<file path="src/rtl/sfe_pkg.sv">
`timescale 1ns/1ps
package sfe_pkg;
    localparam int WORD_W = 16;
    localparam int CMD_W  = 4;
    localparam int DATA_W = 10;
    localparam int PAD_W  = WORD_W - CMD_W - DATA_W;
    localparam int CNT_W  = $clog2(WORD_W);

    typedef struct packed {
        logic [PAD_W-1:0]  pad;
        logic [CMD_W-1:0]  cmd;
        logic [DATA_W-1:0] data;
    } word_t;

    typedef struct packed {
        logic rise;
        logic fall;
    } edge_t;

    function automatic word_t make_readback(input logic [DATA_W-1:0] v);
        word_t w;
        w.pad  = '0;
        w.cmd  = '0;
        w.data = v;
        return w;
    endfunction
endpackage

</file>
<file path="src/rtl/sfe_sync.sv">
`timescale 1ns/1ps
module sfe_sync #(
    parameter int             W       = 1,
    parameter int             STAGES  = 2,
    parameter logic [W-1:0]   RST_VAL = '0
) (
    input  logic         clk,
    input  logic         rst,
    input  logic [W-1:0] d,
    output logic [W-1:0] q
);
    logic [W-1:0] stg [STAGES];

    always_ff @(posedge clk) begin
        if (rst) stg[0] <= RST_VAL;
        else     stg[0] <= d;
    end

    for (genvar g = 1; g < STAGES; g++) begin : g_chain
        always_ff @(posedge clk) begin
            if (rst) stg[g] <= RST_VAL;
            else     stg[g] <= stg[g-1];
        end
    end

    assign q = stg[STAGES-1];
endmodule

</file>
<file path="src/rtl/sfe_edge.sv">
`timescale 1ns/1ps
module sfe_edge
    import sfe_pkg::*;
#(
    parameter logic RST_VAL = 1'b0
) (
    input  logic  clk,
    input  logic  rst,
    input  logic  lvl,
    output edge_t ed
);
    logic prev;

    always_ff @(posedge clk) begin
        if (rst) prev <= RST_VAL;
        else     prev <= lvl;
    end

    assign ed.rise = lvl & ~prev;
    assign ed.fall = ~lvl & prev;
endmodule

</file>
<file path="src/rtl/sfe_framer.sv">
`timescale 1ns/1ps
module sfe_framer
    import sfe_pkg::*;
(
    input  logic clk,
    input  logic rst,
    input  logic frame_act,
    input  edge_t fs_ed,
    input  edge_t sck_ed,
    input  logic busy,
    output logic shift_en,
    output logic accept
);
    localparam logic [CNT_W-1:0] LAST = CNT_W'(WORD_W - 1);

    logic [CNT_W-1:0] cnt;
    logic             full;
    logic             taint;

    assign shift_en = frame_act & sck_ed.fall & ~busy;

    always_ff @(posedge clk) begin
        if (rst) begin
            cnt   <= '0;
            full  <= 1'b0;
            taint <= 1'b0;
        end else if (fs_ed.fall) begin
            cnt   <= '0;
            full  <= 1'b0;
            taint <= 1'b0;
        end else if (frame_act && sck_ed.fall) begin
            if (busy) begin
                taint <= 1'b1;
            end else if (cnt == LAST) begin
                cnt  <= '0;
                full <= 1'b1;
            end else begin
                cnt <= cnt + 1'b1;
            end
        end
    end

    assign accept = fs_ed.rise & full & (cnt == '0) & ~taint;

    // once a whole word has been counted, only a new frame clears the flag
    p_full_kept_r3: assert property (@(posedge clk) disable iff (rst)
        (full && !fs_ed.fall) |=> full);
endmodule

</file>
<file path="src/rtl/sfe_shifter.sv">
`timescale 1ns/1ps
module sfe_shifter
    import sfe_pkg::*;
(
    input  logic              clk,
    input  logic              rst,
    input  logic              shift_en,
    input  logic              sdi_bit,
    input  logic              start,
    input  logic              stop,
    input  logic              use_rb,
    input  word_t             rb_word,
    input  logic              out_upd,
    output logic [WORD_W-1:0] shreg,
    output logic              sdo_pull_low
);
    logic sdo_q;
    logic drive_en;

    always_ff @(posedge clk) begin
        if (rst)                   shreg <= '0;
        else if (start && use_rb)  shreg <= rb_word;
        else if (shift_en)         shreg <= {shreg[WORD_W-2:0], sdi_bit};
    end

    always_ff @(posedge clk) begin
        if (rst) begin
            sdo_q    <= 1'b1;
            drive_en <= 1'b0;
        end else if (start) begin
            sdo_q    <= use_rb ? rb_word[WORD_W-1] : shreg[WORD_W-1];
            drive_en <= 1'b1;
        end else if (stop) begin
            drive_en <= 1'b0;
        end else if (out_upd) begin
            sdo_q <= shreg[WORD_W-1];
        end
    end

    assign sdo_pull_low = drive_en & ~sdo_q;

    // every shift takes in the synchronized data bit at the bottom
    p_shift_in_r5: assert property (@(posedge clk) disable iff (rst)
        shift_en |=> shreg[0] == $past(sdi_bit));
endmodule

</file>
<file path="src/rtl/ser_chain_rx.sv">
`timescale 1ns/1ps
module ser_chain_rx
    import sfe_pkg::*;
#(
    parameter int SYNC_STAGES = 2
) (
    input  logic              clk,
    input  logic              rst,
    input  logic              sync_n,
    input  logic              sclk_in,
    input  logic              sdi,
    input  logic              busy,
    input  logic              rb_load,
    input  logic [DATA_W-1:0] rb_value,
    output logic              word_stb,
    output logic [CMD_W-1:0]  word_cmd,
    output logic [DATA_W-1:0] word_data,
    output logic              sdo_pull_low
);
    logic [2:0] pins_raw, pins_s;
    logic       fs_s, sck_s, sdi_s, fs_act;
    edge_t      fs_ed, sck_ed;
    logic       shift_en, accept;
    logic       rb_pend;
    word_t      rb_word;
    logic [WORD_W-1:0] shreg;
    word_t      word_q;

    assign pins_raw = {sync_n, sclk_in, sdi};

    sfe_sync #(.W(3), .STAGES(SYNC_STAGES), .RST_VAL(3'b100)) u_sync (
        .clk(clk), .rst(rst), .d(pins_raw), .q(pins_s)
    );

    assign fs_s   = pins_s[2];
    assign sck_s  = pins_s[1];
    assign sdi_s  = pins_s[0];
    assign fs_act = ~fs_s;

    sfe_edge #(.RST_VAL(1'b1)) u_fs_edge (
        .clk(clk), .rst(rst), .lvl(fs_s), .ed(fs_ed)
    );
    sfe_edge #(.RST_VAL(1'b0)) u_sck_edge (
        .clk(clk), .rst(rst), .lvl(sck_s), .ed(sck_ed)
    );

    sfe_framer u_framer (
        .clk(clk), .rst(rst), .frame_act(fs_act), .fs_ed(fs_ed), .sck_ed(sck_ed),
        .busy(busy), .shift_en(shift_en), .accept(accept)
    );

    always_ff @(posedge clk) begin
        if (rst) begin
            rb_pend <= 1'b0;
            rb_word <= '0;
        end else if (rb_load) begin
            rb_pend <= 1'b1;
            rb_word <= make_readback(rb_value);
        end else if (fs_ed.fall) begin
            rb_pend <= 1'b0;
        end
    end

    sfe_shifter u_shift (
        .clk(clk), .rst(rst), .shift_en(shift_en), .sdi_bit(sdi_s),
        .start(fs_ed.fall), .stop(fs_ed.rise), .use_rb(rb_pend), .rb_word(rb_word),
        .out_upd(fs_act & sck_ed.rise), .shreg(shreg), .sdo_pull_low(sdo_pull_low)
    );

    always_ff @(posedge clk) begin
        if (rst) begin
            word_stb <= 1'b0;
            word_q   <= '0;
        end else begin
            word_stb <= accept;
            if (accept) word_q <= shreg;
        end
    end

    assign word_cmd  = word_q.cmd;
    assign word_data = word_q.data;

    // the strobe never lasts two cycles
    p_stb_pulse_r4: assert property (@(posedge clk) disable iff (rst)
        word_stb |=> !word_stb);
    // a strobe only follows a frame-select rise
    p_stb_after_rise_r2: assert property (@(posedge clk) disable iff (rst)
        word_stb |-> $past(fs_ed.rise));
    // line released when frame select is high
    p_release_r7: assert property (@(posedge clk) disable iff (rst)
        (fs_s && $past(fs_s)) |-> !sdo_pull_low);
    // inside a frame the line only moves after a rising clock edge
    p_sdo_hold_r6: assert property (@(posedge clk) disable iff (rst)
        (fs_act && !sck_ed.rise && !fs_ed.fall && !fs_ed.rise) |=> $stable(sdo_pull_low));
    // a clock fall while busy leaves the register untouched
    p_busy_freeze_r9: assert property (@(posedge clk) disable iff (rst)
        (busy && fs_act && sck_ed.fall && !rb_load) |=> $stable(shreg));
endmodule

</file>
<file path="config.mk">
export PLATFORM = sky130hd
export DESIGN_NAME = ser_chain_rx
export DESIGN_NICKNAME = d
export VERILOG_FILES = /design/src/rtl/sfe_pkg.sv /design/src/rtl/sfe_sync.sv /design/src/rtl/sfe_edge.sv /design/src/rtl/sfe_framer.sv /design/src/rtl/sfe_shifter.sv /design/src/rtl/ser_chain_rx.sv
export SDC_FILE = /design/constraint.sdc
export NUM_CORES = 1
export LEC_CHECK = 0
export ABC_AREA = 0
export ABC_CLOCK_PERIOD_IN_PS = 3000
export BUFFER_PORTS_ARGS = -buffer_cell sky130_fd_sc_hd__buf_2
export CORE_UTILIZATION = 40
export CTS_CLUSTER_SIZE = 25
export DETAILED_ROUTE_END_ITERATION = 7
export HOLD_SLACK_MARGIN = 0.15
export MAX_ROUTING_LAYER = met4
export PLACE_DENSITY = 0.64
export SYNTH_ARGS = -nofsm -noshare
export SYNTH_HDL_FRONTEND = slang
export SYNTH_SLANG_ARGS = --single-unit
</file>
<file path="constraint.sdc">
create_clock -name clk -period 3 [get_ports clk]
set_input_delay 0.15 -clock clk [delete_from_list [all_inputs] [get_ports clk]]
set_output_delay 0.15 -clock clk [all_outputs]
set_load 0.02 [all_outputs]
</file>
; Word-level counts from Yosys, hierarchy flattened
; Memories as Yosys holds them, arrays and structs flattened.
; Index checks and enable logic that the tools add are counted.
[op_classes]
add_sub_neg = 1
n_reduce_logical = 12
muxes = 16
bitwise = 20
n_eq_ne = 2
[op_table]
columns = cell, n
row1 = 16-bit 2-to-1 mux, 2
row2 = 1-bit bitwise AND, 11
row3 = 1-bit 2-to-1 mux, 11
row4 = 2-bit nonzero test, 4
row5 = 1-bit inverter, 7
row6 = 3-bit 2-to-1 mux, 2
row7 = 2-bit AND reduction, 3
row8 = "4-bit by 1-bit adder with 4-bit output, second input constant", 1
row9 = "4-bit == test, second input constant", 1
row10 = 4-bit zero test, 1
row11 = 4-bit 2-to-1 mux, 1
row12 = 3-bit AND reduction, 1
row13 = 1-bit logical AND, 2
row14 = "2-bit by 1-bit inequality test with 1-bit output, second input constant", 1
row15 = 1-bit bitwise OR, 2
row16 = 2-bit OR reduction, 1
[word_totals]
mem_bits_rw = 6
output_inout_bits = 16
input_bits = 17
elab_cells = 65
memories = 1
regBits = 52
[memory_table]
columns = memory, depth, width, read_ports, rd_clocked_by_memory_dff, wr, line_no
row1 = u_sync.stg, 2, 3, 2, 0, 2, sfe_sync.sv:12  ; logic [W-1:0] stg [STAGES];

; Longest topological paths before layout
; Gate-level depths: netlist of run 1.
; An unclocked memory read counts as a cell.
[logic_depth]
depth_word = 7
ltp_mapped = 7
mapped_depth_nobuf = 5

; Cells and area by module
; From an unflattened synthesis of run 1, not the netlist that was laid out.
[unflattened]
hier_cells = 225
area_unflattened_um2 = 2322.2
[by_module_without_submodules]
columns = module, cells_each, seq_area_each_um2, area_each_um2, n_inst
row1 = ser_chain_rx, 87, 520.5, 943.4, 1
row2 = sfe_shifter, 84, 360.3, 818.3, 1
row3 = sfe_framer, 34, 120.1, 324.1, 1
row4 = sfe_sync, 12, 120.1, 157.7, 1
row5 = sfe_edge (u_fs_edge), 4, 20.0, 40.0, 1
row6 = sfe_edge (u_sck_edge), 4, 20.0, 38.8, 1

; Worst setup path after synthesis of run 1
; OpenSTA, ideal clock, no wires.
[synth_path]
path_type = register to register
startpoint = memory u_sync.stg[1][2]
endpoint = register u_shift.shreg[5]
required_ns = 2.909
path_buffers = 2
setup_slack_ns = 1.447
t_arrival_ns = 1.463
stages_incl_launch_ff = 8
synth_period_minus_slack_ns = 1.553
setup_time_ns = 0.091
path_cell_list = dfxtp_1 inv_1 ha_1 and2_1 clkbuf_1 clkbuf_1 nor3_1 a311oi_1
[synth_lines]
columns = element, line_no
row1 = "start, declared", sfe_sync.sv:12
row2 = "end signal, assigned", sfe_shifter.sv:22  ; else if (start && use_rb) shreg <= rb_word;
row3 = "end signal, assigned", sfe_shifter.sv:23  ; else if (shift_en) shreg <= {shreg[WORD_W-2:0], sdi_bit};
row4 = "end, declared", sfe_shifter.sv:14  ; output logic [WORD_W-1:0] shreg,

==> reports/metrics.csv, run 1 <==
metric,value,unit
highest-count cells in the layout ignoring fill and taps,"58 x sky130_fd_sc_hd__dfxtp_1, 32 x sky130_fd_sc_hd__buf_2, 28 x sky130_fd_sc_hd__nand2_1",
#FFs+latches synth,58,
static power due to leakage,1.08,nW
most frequent standard cell in the layout excluding fill and tap cells,sky130_fd_sc_hd__dfxtp_1,
slew margin rel.,30.5,%
post-synthesis cell count,258,
Worst Setup Start Kind,flip-flop,
count of yosys warnings during synthesis,0,
number of library cell types mapped by synthesis,30,
detailed-route wire length,4620,µm
buffer levels on the longest clock path,2,
Die Wd,77.7,µm
insertion delay to the later sink of the worst-skew pair,330,ps
cell-by-cell listing of the critical path,inv_1 -> ha_1 -> nand2_1 -> nand2_1 -> a311oi_1,
GRT Total Usage,17.9,%
maximum cell stage delay along the critical path,480,ps
total count of max-transition violations in the final report,0,
data required time at the worst endpoint,3220,ps
library cell appearing most often on the critical path,sky130_fd_sc_hd__nand2_1,
Post-CTS Resized,0,
Antenna diodes,0,
Final Skew,7.98,ps
num ports,33,
"Period Utilization, post-route",67.6,%
DRC errors left,0,
count of buffering cells on the critical path with inverters included,1,
Synth Net Count,280,
Area growth syn-to-layout,21.8,%
power consumption,0.00150,W
CTS tree,done,
number of clock sinks,58,
vias after detailed routing,1940,
buffer type at the clock tree root,sky130_fd_sc_hd__clkbuf_8,
die span in y,77.7,µm
worst path arrival time,2250,ps
Post-DP HPWL,3010,µm
wire length of the first global-routing pass,8160,µm
layout cell share with drive strength beyond 1,18.3,%
setup repair after global routing missed its margin,no,
DIE AREA,6040,µm²
number of antenna violations at the first check in global routing,0,
Routed WL per cell,12.4,µm
crit-path leading delay family,simple AND/OR/NAND/NOR gates,
hold_buf cts,14,
MaxCap Viol Count,0,
detailed router's first-iteration violation count,113,
CTS H-tree lvls,3,
Core Rows,27,
antenna-violating nets left,0,
total global routing overflow,0,
Critical Path Fanout Max,18,
post-DR vias/cell,5.20,
total clock buffers created by CTS,9,
NumNets Final,319,
sequential cell area fraction in the yosys report,50.6,%
Filler Cell Count,531,
number of global-route vias before repair,1756,
Post-Syn Area,2290,µm²
DR pass1 iterations,6,
critical setup path kind,reg2reg,
gpl congestion,0.782,
crit path time final,2030,ps
VDD IR-drop max,0.302,mV
post-CTS setup buffers,0,
core region area,5510,µm²
critical path capture point type,flip-flop,
final count of negative-setup-slack endpoints,0,
effective utilization at floorplan,41.6,%
upper clock frequency limit,493,MHz
Tightest Pin Transition,1040,ps
synthesized area divided by synthesized cell count,8.89,µm²
Setup TNS Final,0,ps
power density cells,537,nW/µm²
Critical Path Slowest Stage Cell,sky130_fd_sc_hd__nand2_1,
maximum number of pins on one net before global-route repair,33,
total count of hold-check failures in the final report,0,
status,completed,
# port buffers,32,
Worst Hold Class,in2reg,
clock slew seen by the registers of the worst setup and hold paths,60,ps
## stage by stage
| stage | utilization [%] | worst slack (ps) | hold slack (ps) | instances | cell area, µm² |
|---|---|---|---|---|---|
| floorplan | - | 1450 | 254 | 258 | 2290 |
| global placement | 45.1 | 1120 | 332 | 344 | 2480 |
| detailed placement | 45.1 | 1010 | 344 | 344 | 2480 |
| CTS | 50.7 | 996 | 211 | 373 | 2790 |
| global route | 50.7 | 765 | 243 | 373 | 2790 |
| finish | 50.7 | 971 | 221 | 373 | 2790 |
## state kept, by name, indices dropped and copies added (netlist names)
signal	cells
word_stb	1
u_shift.sdo_q	1
u_shift.drive_en	1
u_sck_edge.prev	1
u_shift.shreg	16
rb_word	10
u_framer.full	1
u_framer.taint	1
word_data	10
rb_pend	1
u_sync.stg	6
u_fs_edge.prev	1
u_framer.cnt	4
word_cmd	4
## path summary, 6_finish.rpt
path	startpoint	end	slack [ps]	cells after the start
worst max-delay path	u_sync.stg[1][2]	u_shift.shreg[0]	970	5
worst min-delay path	rst	rb_word[2]	220	2
worst max register to register	u_sync.stg[1][2]	u_shift.shreg[0]	970	5
worst min register to register	u_sync.stg[0][2]	u_sync.stg[1][2]	420	1
## final cells by class
class,count,area [µm²],area share (%)
repair buffers,48,315,11.3
clock inverters,3,15.0,0.538
clock buffers,12,155,5.56
well taps,72,90.1,3.23
multi-input cells,174,1030,37.0
flip-flops and latches,58,1160,41.6
inverters,6,22.5,0.806
## synthesized netlist by cell type
master | count | area [µm²]
sky130_fd_sc_hd__a21boi_0 | 1 | 7.51
sky130_fd_sc_hd__a21oi_1 | 26 | 130
sky130_fd_sc_hd__a311oi_1 | 11 | 96.3
sky130_fd_sc_hd__a31oi_1 | 1 | 6.26
sky130_fd_sc_hd__a41oi_1 | 1 | 8.76
sky130_fd_sc_hd__and2_0 | 1 | 6.26
sky130_fd_sc_hd__and2_1 | 1 | 6.26
sky130_fd_sc_hd__and3_1 | 1 | 6.26
sky130_fd_sc_hd__buf_2 | 6 | 30.0
sky130_fd_sc_hd__clkbuf_1 | 14 | 52.6
sky130_fd_sc_hd__dfxtp_1 | 58 | 1160
sky130_fd_sc_hd__ha_1 | 5 | 62.6
sky130_fd_sc_hd__inv_1 | 6 | 22.5
sky130_fd_sc_hd__mux2i_1 | 12 | 120
sky130_fd_sc_hd__nand2_1 | 28 | 105
sky130_fd_sc_hd__nand3_1 | 20 | 100
sky130_fd_sc_hd__nor2_1 | 17 | 63.8
sky130_fd_sc_hd__nor2b_1 | 6 | 37.5
sky130_fd_sc_hd__nor3_1 | 10 | 50.1
sky130_fd_sc_hd__nor3b_1 | 1 | 7.51
sky130_fd_sc_hd__nor4b_1 | 1 | 8.76
sky130_fd_sc_hd__nor4b_2 | 1 | 15.0
sky130_fd_sc_hd__o211ai_1 | 6 | 45.0
sky130_fd_sc_hd__o21ai_0 | 8 | 40.0
sky130_fd_sc_hd__o21ai_1 | 7 | 35.0
sky130_fd_sc_hd__o21bai_1 | 1 | 7.51
sky130_fd_sc_hd__or2_2 | 4 | 25.0
sky130_fd_sc_hd__or3_1 | 2 | 12.5
sky130_fd_sc_hd__or4b_1 | 1 | 10.0
sky130_fd_sc_hd__or4b_4 | 1 | 13.8
## report_power, final
group	internal, W	leakage [nW]	switching [W]
combinational	0.0000406	0.514	0.0000401
sequential	0.000789	0.472	0.0000134
clock	0.000336	0.0920	0.000281
## metal layers
layer  global-route usage, %  share of wire [%]  vias up  wire, µm
li1                        -                  -      993         -
met1                    23.4                 51      897      2350
met2                    24.7                 44       44      2020
met3                    4.47                3.8        6       175
met4                    10.9                1.5        0        71
met5                       -                  0        -         0
## cells by family after synthesis
group | share of synthesized area [%]
AOI/OAI and AO/OA | 16.4
adders and majority gates | 2.73
buffers and inverters | 4.58
DFF | 50.6
muxes | 5.24
and+or+nand+nor | 20.4
Note: power is estimated with default switching activity, not from simulation.
==> inputs of run 2 (changes only) <==
ABC_AREA = 1   (was 0)
ABC_CLOCK_PERIOD_IN_PS = 2100   (was 3000)
clock period = 2.1 ns   (was 3 ns; I/O delays follow)
==> reports/metrics.csv, run 2 <==
metric,value,unit
status,completed,
Core Rows,28,
vias after detailed routing,2132,
dominant cell type by area after synthesis,sky130_fd_sc_hd__dfxtp_1,
data required time at the worst endpoint,2380,ps
total count of max-transition violations in the final report,0,
Synth Net Count,378,
buffer type at the clock tree root,sky130_fd_sc_hd__clkbuf_8,
Critical Path Slowest Stage Cell,sky130_fd_sc_hd__dlygate4sd3_1,
effective utilization at floorplan,41.9,%
DIE AREA,6550,µm²
most common cell in the netlist,sky130_fd_sc_hd__nand2_1,
die span in y,81.0,µm
Largest Register,u_shift.shreg,
Critical Path Fanout Max,40,
DR pass1 iterations,5,
insertion delay to the later sink of the worst-skew pair,330,ps
Final Skew,6.20,ps
number of antenna violations at the first check in global routing,0,
power density cells,738,nW/µm²
reported net switching power,0.000521,W
critical path capture point type,flip-flop,
synthesized area divided by synthesized cell count,7.00,µm²
total clock buffers created by CTS,9,
Filler Cell Count,590,
setup repair after global routing missed its margin,no,
maximum cell stage delay along the critical path,540,ps
#FFs+latches synth,58,
total count of hold-check failures in the final report,0,
number of library cell types mapped by synthesis,24,
most frequent standard cell in the layout excluding fill and tap cells,sky130_fd_sc_hd__nand2_1,
library cell appearing most often on the critical path,sky130_fd_sc_hd__dlygate4sd3_1,
CTS H-tree lvls,3,
detailed-route wire length,4780,µm
core region area,5960,µm²
MaxCap Viol Count,0,
Routed WL per cell,9.82,µm
VDD IR-drop max,0.477,mV
async set-or-reset flop fraction in the synthesized netlist,0,%
startpoint of the lowest-slack register-to-register path,u_sync.stg[1][2],
NumNets Final,429,
Clock power frac,41.7,%
logic gate share of total power,6.9,%
layout cell share with drive strength beyond 1,13.1,%
antenna-violating nets left,0,
clock slew seen by the registers of the worst setup and hold paths,70,ps
buffer levels on the longest clock path,2,
gpl congestion,0.772,
Post-CTS Resized,0,
internal power component,0.00173,W
final count of negative-setup-slack endpoints,0,
Flop pwr share,51.4,%
cell-by-cell listing of the critical path,dlygate4sd3_1 -> buf_2 -> inv_1 -> buf_4 -> o21ai_0 -> nor2_1 -> dlygate4sd3_1,
Antenna diodes,0,
static power due to leakage,1.56,nW
slew margin rel.,55.0,%
"top cells by area, synth","sky130_fd_sc_hd__dfxtp_1 47%, sky130_fd_sc_hd__nand2_1 13%, sky130_fd_sc_hd__nor2_1 13%",
Worst Hold Class,in2reg,
critical setup path kind,in2reg,
highest-count cells in the layout ignoring fill and taps,"86 x sky130_fd_sc_hd__nand2_1, 84 x sky130_fd_sc_hd__nor2_1, 58 x sky130_fd_sc_hd__dfxtp_1",
Commonest cells post-synth,"86 x sky130_fd_sc_hd__nand2_1, 84 x sky130_fd_sc_hd__nor2_1, 58 x sky130_fd_sc_hd__dfxtp_1, 51 x sky130_fd_sc_hd__inv_1, 13 x sky130_fd_sc_hd__o21ai_0",
CTS tree,done,
sequential cell area fraction in the yosys report,46.6,%
Post-DP HPWL,3120,µm
num ports,33,
launch point of the worst hold path,rb_load,
count of yosys warnings during synthesis,0,
detailed router's first-iteration violation count,137,
Die Wd,81.0,µm
Setup TNS Final,0,ps
maximum number of pins on one net before global-route repair,41,
number of flip-flops under the largest register name,16,
count of flip-flops with a built-in enable after synthesis,0,
number of global-route vias before repair,1988,
start point of the critical path,rst,
Yosys top cell area share,46.6,%
GRT Total Usage,17.4,%
post-DR vias/cell,4.38,
# port buffers,32,
Area growth syn-to-layout,22.4,%
wire length of the first global-routing pass,8320,µm
leading register cell type out of synthesis,sky130_fd_sc_hd__dfxtp_1,
DRC errors left,0,
total global routing overflow,0,
post-synthesis cell count,356,
utilization of the core after routing,51.2,%
Tightest Pin Transition,673,ps
worst path arrival time,2100,ps
post-CTS setup buffers,0,
crit path time final,1820,ps
Post-Syn Area,2490,µm²
upper clock frequency limit,550,MHz
switching portion of total power,23.1,%
Worst Setup Start Kind,input pin,
"Period Utilization, post-route",86.6,%
number of clock sinks,58,
==> run 2: changes by cell type after synthesis, sizes merged, moves of 8 or more <==
cell | previous run | this run
nand3 | 20 | 12
a21oi | 26 | 11
inv | 6 | 51
a311oi | 11 | 0
nor3 | 10 | 0
mux2i | 12 | 0
clkbuf | 14 | 4
nor2 | 17 | 84
nand2 | 28 | 88
==> run 2: power groups by stage <==
stage	registers (W)	clock network, W	logic (W)
after floorplan	0.00117	0	0.0000995
after global placement	0.00118	0	0.000121
after detailed placement	0.00118	0	0.000122
after CTS	0.00116	0.000964	0.000156
after global routing	0.00116	0.00102	0.000179
final	0.00116	0.000940	0.000156
==> run 2: per-layer routing <==
metal  part of all wire, %  GRT usage, %  vias up
li1                      -             -     1171
met1                    49          20.3      917
met2                    45          27.4       35
met3                   4.0          4.72        9
met4                   2.0          8.57        0
met5                     0             -        -
==> run 2: critical path, delay by kind of cell <==
kind,cells,cell delay [ps]
buf+inv,5,1690
compound gates,1,170
simple gates,1,110
==> run 2: per-stage QoR <==
stage | instance area [µm²] | hold slack [ps] | instances | worst slack [ps] | power, W
floorplan | 2490 | 209 | 356 | 779 | 0.00127
global placement | 2650 | 295 | 449 | 395 | 0.00130
detailed placement | 2650 | 295 | 449 | 344 | 0.00130
CTS | 3050 | 284 | 487 | 301 | 0.00228
global route | 3050 | 365 | 487 | 145 | 0.00236
finish | 3050 | 296 | 487 | 282 | 0.00225
==> run 2: path summary, 6_finish.rpt <==
path                                          end  slack, ps  cells after the start
worst max register to register  u_shift.shreg[14]        330                      7
worst min register to register   u_sync.stg[1][2]        410                      1
worst max-delay path                   rb_word[3]        280                      7
worst min-delay path                   rb_word[8]        300                      3
==> run 2: cell type report <==
type                       count  area [µm²]  area share (%)
clock inverter                 2        10.0           0.328
clock buffer                  14         173            5.66
timing repair buffer          56         395            13.0
multi-input combinational    231        1030            33.7
sequential                    58        1160            38.0
tap                           75        93.8            3.08
inverter                      51         191            6.27
==> run 2: cell families after synthesis <==
family,count (synthesis),share of synthesized area (%)
simple gates,190,30.7
buf+inv,67,12.2
flops,58,46.6
compound gates,35,7.63
fa+ha+maj,5,2.51
xor+xnor,1,0.351
==> run 2: timing repair <==
item / in CTS / in global routing
hold endpoints to repair: 21 / 0
setup endpoints to repair: 0 / 0
hold buffers: 22 / 0
